### src/rtl/dirport_pkg.sv
package dirport_pkg;
   localparam int ADDR_W = 2;
   typedef enum logic [ADDR_W-1:0] {
      A_LATCH = 2'd0,
      A_DIR   = 2'd1,
      A_MODE  = 2'd2,
      A_NONE  = 2'd3
   } addr_e;
   localparam int MODE_OD_BIT = 0;
endpackage

### src/rtl/dirport_regs.sv
module dirport_regs
   import dirport_pkg::*;
#(
   parameter int WIDTH = 8,
   parameter bit OD_SUPPORT = 1'b1
) (
   input  logic             clk,
   input  logic             rst_n,
   input  logic             bus_wr,
   input  logic [ADDR_W-1:0] bus_addr,
   input  logic [WIDTH-1:0] bus_wdata,
   output logic [WIDTH-1:0] latch_q,
   output logic [WIDTH-1:0] dir_q,
   output logic             od_q
);
   always_ff @(posedge clk or negedge rst_n) begin
      if (!rst_n) begin
         latch_q <= '0;
         dir_q   <= '0;
      end else if (bus_wr) begin
         if (bus_addr == A_LATCH) latch_q <= bus_wdata;
         if (bus_addr == A_DIR)   dir_q   <= bus_wdata;
      end
   end

   generate
      if (OD_SUPPORT) begin : g_od
         always_ff @(posedge clk or negedge rst_n) begin
            if (!rst_n)
               od_q <= 1'b0;
            else if (bus_wr && bus_addr == A_MODE)
               od_q <= bus_wdata[MODE_OD_BIT];
         end
      end else begin : g_no_od
         assign od_q = 1'b0;
      end
   endgenerate
endmodule

### src/rtl/dirport_pinmux.sv
module dirport_pinmux #(
   parameter int WIDTH = 8
) (
   input  logic [WIDTH-1:0] latch_q,
   input  logic [WIDTH-1:0] dir_q,
   input  logic             od_q,
   input  logic [WIDTH-1:0] per_force,
   input  logic [WIDTH-1:0] per_gate,
   input  logic [WIDTH-1:0] per_data,
   output logic [WIDTH-1:0] drv_en,
   output logic [WIDTH-1:0] drv_lvl,
   output logic [WIDTH-1:0] pad_oe,
   output logic [WIDTH-1:0] pad_out
);
   for (genvar i = 0; i < WIDTH; i++) begin : g_bit
      logic claimed;
      assign claimed    = per_force[i] | per_gate[i];
      assign drv_en[i]  = per_force[i] | dir_q[i];
      assign drv_lvl[i] = claimed ? per_data[i] : latch_q[i];
      assign pad_oe[i]  = drv_en[i] & (od_q ? ~drv_lvl[i] : 1'b1);
      assign pad_out[i] = od_q ? 1'b0 : drv_lvl[i];
   end
endmodule

### src/rtl/dirport_readback.sv
module dirport_readback
   import dirport_pkg::*;
#(
   parameter int WIDTH = 8
) (
   input  logic              clk,
   input  logic              rst_n,
   input  logic [ADDR_W-1:0] bus_addr,
   input  logic [WIDTH-1:0]  latch_q,
   input  logic [WIDTH-1:0]  dir_q,
   input  logic              od_q,
   input  logic [WIDTH-1:0]  drv_en,
   input  logic [WIDTH-1:0]  drv_lvl,
   input  logic [WIDTH-1:0]  pad_in,
   output logic [WIDTH-1:0]  bus_rdata
);
   logic [WIDTH-1:0] data_view;
   logic [WIDTH-1:0] rd_mux;

   for (genvar i = 0; i < WIDTH; i++) begin : g_view
      assign data_view[i] = drv_en[i] ? drv_lvl[i] : pad_in[i];
   end

   always_comb begin
      rd_mux = '0;
      case (bus_addr)
         A_LATCH: rd_mux = data_view;
         A_DIR:   rd_mux = dir_q;
         A_MODE:  rd_mux[MODE_OD_BIT] = od_q;
         default: rd_mux = '0;
      endcase
   end

   logic unused_latch;
   assign unused_latch = ^latch_q;

   always_ff @(posedge clk or negedge rst_n) begin
      if (!rst_n) bus_rdata <= '0;
      else        bus_rdata <= rd_mux;
   end
endmodule

### src/rtl/dirport.sv
module dirport
   import dirport_pkg::*;
#(
   parameter int WIDTH = 8,
   parameter bit OD_SUPPORT = 1'b1
) (
   input  logic              clk,
   input  logic              rst_n,
   input  logic              bus_wr,
   input  logic [ADDR_W-1:0] bus_addr,
   input  logic [WIDTH-1:0]  bus_wdata,
   output logic [WIDTH-1:0]  bus_rdata,
   input  logic [WIDTH-1:0]  per_force,
   input  logic [WIDTH-1:0]  per_gate,
   input  logic [WIDTH-1:0]  per_data,
   input  logic [WIDTH-1:0]  pad_in,
   output logic [WIDTH-1:0]  pad_oe,
   output logic [WIDTH-1:0]  pad_out
);
   if (WIDTH < 1 || WIDTH > 32) begin : g_bad_width
      $error("dirport: WIDTH must lie in 1..32");
   end

   logic [WIDTH-1:0] latch_q, dir_q, drv_en, drv_lvl;
   logic             od_q;

   dirport_regs #(.WIDTH(WIDTH), .OD_SUPPORT(OD_SUPPORT)) i_regs (
      .clk(clk), .rst_n(rst_n), .bus_wr(bus_wr), .bus_addr(bus_addr),
      .bus_wdata(bus_wdata), .latch_q(latch_q), .dir_q(dir_q), .od_q(od_q)
   );

   dirport_pinmux #(.WIDTH(WIDTH)) i_pinmux (
      .latch_q(latch_q), .dir_q(dir_q), .od_q(od_q),
      .per_force(per_force), .per_gate(per_gate), .per_data(per_data),
      .drv_en(drv_en), .drv_lvl(drv_lvl), .pad_oe(pad_oe), .pad_out(pad_out)
   );

   dirport_readback #(.WIDTH(WIDTH)) i_readback (
      .clk(clk), .rst_n(rst_n), .bus_addr(bus_addr), .latch_q(latch_q),
      .dir_q(dir_q), .od_q(od_q), .drv_en(drv_en), .drv_lvl(drv_lvl),
      .pad_in(pad_in), .bus_rdata(bus_rdata)
   );
endmodule

### config.mk
export PLATFORM = sky130hd
export DESIGN_NAME = dirport
export DESIGN_NICKNAME = d
export VERILOG_FILES = /design/src/rtl/dirport_pkg.sv /design/src/rtl/dirport_regs.sv /design/src/rtl/dirport_pinmux.sv /design/src/rtl/dirport_readback.sv /design/src/rtl/dirport.sv
export SDC_FILE = /design/constraint.sdc
export NUM_CORES = 1
export LEC_CHECK = 0
export ABC_AREA = 1
export BUFFER_PORTS_ARGS = -buffer_cell sky130_fd_sc_hd__buf_4
export CORE_MARGIN = 1
export CORE_UTILIZATION = 30
export DETAILED_ROUTE_END_ITERATION = 16
export SYNTH_ARGS = -nofsm -noshare
export SYNTH_HDL_FRONTEND = slang
export SYNTH_SLANG_ARGS = --single-unit
export TNS_END_PERCENT = 30
### constraint.sdc
create_clock -name clk -period 1.1 [get_ports clk]
set_input_delay 0.22 -clock clk [delete_from_list [all_inputs] [get_ports clk]]
set_output_delay 0.22 -clock clk [all_outputs]
set_load 0.1 [all_outputs]
Yosys cells after proc, flatten, opt, wreduce, memory -nomap -nowiden --
Index checks and enable logic that the tools add are counted.
Operators by class: eq/ne operators 2, mux-type cells 34, bitwise operators 32, reduce and logical (&&, ||, !) cells 4
Operators by type and width (count):
- $mux 1 | 32
- $or 1x1->1 | 16
- $pmux 7 s2 | 1
- $and 1x1->1 | 8
- $not 1->1 | 8
- $reduce_and 2->1 | 2
- $pmux 1 s3 | 1
- $eq 2x1->1 const B | 1
- $eq 2x2->1 const B | 1
- $logic_not 2->1 | 1
- $logic_and 1x1->1 | 1
Storage, ports and cells: register bits after elaboration 25, input port bits 45

Depth between registers and ports, before layout --
depth in word-level cells 5, depth in mapped cells 6, depth with buffers taken out 6

Cells and area by module --
Synthesis repeated with hierarchy kept, for this count alone.
Unflattened totals: cells, all modules 232, area total of the unflattened synthesis 1606.5 um2
By module, submodules not included:
- dirport_regs | instances 1, cells each 77, area each 730.7 um2, seq. area each 425.4 um2
- dirport_readback | instances 1, cells each 65, area each 441.7 um2, seq. area each 200.2 um2
- dirport_pinmux | instances 1, cells each 90, area each 434.2 um2, seq. area each 0.0 um2

Worst setup path before layout --
Ideal clock, no wire load.
kind register -> output, start register i_regs.od_q, end output port pad_oe[1], arrival 2.768 ns, required time 0.880 ns, slack -1.888 ns, cell stages (with the launch flop) 4, path buffers 2, cell sequence dfrtp_1 > buf_2 > buf_2 > o21ai_0
On the way: word-level cells in the longest chain between the ends 2
Ends and longest elaborated chain:
- start: declaration | line dirport_regs.sv:14 | output logic od_q
- start signal: assignment | line dirport_regs.sv:32 | od_q <= bus_wdata[MODE_OD_BIT];
- $mux 1 | line dirport_pinmux.sv:20 | assign pad_oe[i] = drv_en[i] & (od_q ? ~drv_lvl[i] : 1'b1);
- $and 1x1->1 | line dirport_pinmux.sv:20
- end: declaration | line dirport.sv:17 | output logic [WIDTH-1:0] pad_oe,
No other way between the ends.

Worst setup path after layout --
start register i_regs.od_q, end output port pad_oe[6]
The elaborated chain is that of the path after synthesis.

==> run metrics <==
Synth top cells by count nand2_1, inv_1, dfrtp_1, o21ai_0; CTS buffer count 3; grt met3 use 0.04797; Port-buffer cells 68; nature of the critical path startpoint flip-flop; CP endpoint kind primary output; Routed Wire Length 4.009 mm; total power 4.098 mW; Fin Setup TNS -5.511 ns; Synth Area in XOR/XNOR 0; CTS H-tree lvls 1; largest net degree at the start of global routing 26; slew of the pin with the lowest slew margin 0.3143 ns; Final Cycle Share 1.323; Longest Clk Path Bufs 2; CTS root buf clkbuf_8; Hold Fails Final Rpt 0; vias 1542; Row Count 24; Vias/cell 4.496; top-count cell post-synth nand2_1; routability congestion estimate 0.7264; ANT nets after route 0; area grow syn2layout 100.4%; Final Setup Violations 16; VDD IR max 0.9933 mV; hold path depth 3; Main synth FF type dfrtp_1; Clock transition at path regs 0.08 ns; hold crit path type in -> reg; complex-gate fraction of the synthesized area 0.2000; main combinational cell family by area after synthesis simple AND/OR/NAND/NOR gates; Synth Area in Adders 0; Die W 69.73 um; Simple-Gate Fraction of Synth Area 0.2482; Layout Skew 0.0007658 ns; largest cells by area after synthesis dfrtp_1, nand2_1, o21ai_0; die area 0.004862 mm2; post-synthesis cell type count 14; antenna violations before repair 0; CTS tree done; max-slew violations 0; Rel. slew slack 0.7882; die height 69.73 um; critical path arrival 1.24 ns; cell with the most instances on the worst path buf_12; MaxCap Viol Count 0; post-CTS setup buffers 0; stages on the worst setup path 3; Synth Register Bits 25; path depth of the worst reg2reg path 5; Slowest-stage cell, CP dfrtp_2; pwr dens 1486 mW/mm2; mux contribution to synthesized area 0; Crit path largest cell delay 0.46 ns; gr ovfl total 0; Synth warnings 0; synthesized area 0.001376 mm2; ANT cells 0; met1 usage 0.1912; drt first pass iters 4; Most Used Layer, Global Route met2; core area 0.004384 mm2; Starting Density 0.3139; layout cells sized above 1 0.5326; first-pass GRT wire length 6.610 mm; Post-synth EDFFs 0; status complete, but fails checks; worst-path fanout max 8; overall global routing resource usage 0.1733; Peak Freq 687.1 MHz; WP buf/inv 2; Critical Path RT 0.88 ns; Synth top area share 0.4545; Starting DRT DRC Count 74; number of global-route vias before repair 1560; IO Pins 69; final worst setup slack -0.3555 ns; Synthesized Nets 230; register area share after synthesis 0.4545; critical path, cell by cell buf_12 > o21ai_4 > buf_12; Gate Count Post-Synth 185; Final Critical Period 1.455 ns; clock insertion delay at the later pin of the skew report 0.26 ns; Synth area leader dfrtp_1; Total Nets Final 337; grt met2 use 0.3301; Post-DP HPWL 2.803 mm; DR WL/cell 11.69 um; CP delay by family, top flip-flops; RSZ-0062 raised after global routing yes; clk sink count 25; Avg Synthesized Cell Area 7.440 um2; crit path kind reg -> out; DR DRC count 0; failing checks negative setup slack; P_leak 1.400 nW; FFs w/ async S/R, synth 1.000
-- cells by family (layout without fill, tap and decap cells) --
kind of cell           count (synthesis)  in the layout
and+or+nand+nor                       80             80
AOI/OAI and AO/OA                     49             49
DFF                                   25             25
buffers and inverters                 31            137
-- through the flow --
step / setup slack [ns] / std cells / hold WS (ns) / util / cell area [um2]
after CTS: -0.3686 / 343 / 0.2112 / 0.6221 / 2728
after global routing: -0.4179 / 343 / 0.2157 / 0.6290 / 2758
final: -0.3555 / 343 / 0.2134 / 0.6290 / 2758
after detailed placement: -0.2601 / 338 / 0.1451 / 0.5482 / 2404
after global placement: -0.2602 / 338 / 0.1460 / 0.5482 / 2404
after floorplan: -0.3410 / 185 / -0.07559 / - / 1578
-- flip-flops by register name, indices dropped and copies added, names as in the netlist --
name                  cells
i_regs.od_q               1
i_regs.dir_q              8
i_regs.latch_q            8
i_readback.bus_rdata      8
-- worst register-to-register path: cells and delay by family, from the launching register on --
kind / cells / cell delay, ns
AND/OR/NAND/NOR: 4 / 0.36
buffers and inverters: 1 / 0.16
flip-flops: 1 / 0.38
-- final cells by class --
type                            count  area, um2
Tap cell                           52      65.06
Fill cell                         381       1627
Sequential cell                    25      626.9
Clock buffer                        4      45.04
Multi-Input combinational cell    129      862.1
Inverter                           27      101.3
Timing Repair Buffer              106       1057
-- final timing paths --
| path | slack (ns) | start | endpoint |
|---|---|---|---|
| worst max-delay path | -0.36 | i_regs.od_q | pad_oe[6] |
| worst min-delay path | 0.21 | bus_wdata[1] | i_regs.dir_q[1] |
| min in group asynchronous | 0.39 | rst_n | i_readback.bus_rdata[3] |
| worst min register to register | 0.51 | i_regs.latch_q[6] | i_regs.latch_q[6] |
| worst max register to register | 0.09 | i_regs.latch_q[2] | i_readback.bus_rdata[2] |
| max in group asynchronous | 0.44 | rst_n | i_regs.od_q |
-- where the power goes --
part	switching (mW)	internal, mW	leakage [nW]	total [mW]
Sequential	0.0907	1.05	0.316	1.14
Clock	0.277	0.259	0.0228	0.536
Combinational	1.48	0.936	1.06	2.42
Total	1.85	2.25	1.40	4.10
-- placed cells by master (no fill, tap or decap), drive strengths merged --
master,instances
clkbuf,4
inv,27
nand3,11
nand2,52
o21ai,33
dlygate4sd3,1
a21oi,16
nor2,17
dfrtp,25
buf,105
-- routing by layer --
| metal | routed length (um) | share of wire |
|---|---|---|
| met5 | 0 | 0 |
| met4 | 24 | 0.0060 |
| met3 | 222 | 0.055 |
| met2 | 2147 | 0.54 |
| met1 | 1614 | 0.40 |
-- repair_timing --
action                                 CTS  global route
resized for setup                       64            11
setup endpoints to repair               23            18
endpoints found under the hold margin   25             0
pin swaps                                1             0
hold buffers                             1             0
Power figures use the tool's default switching activity.
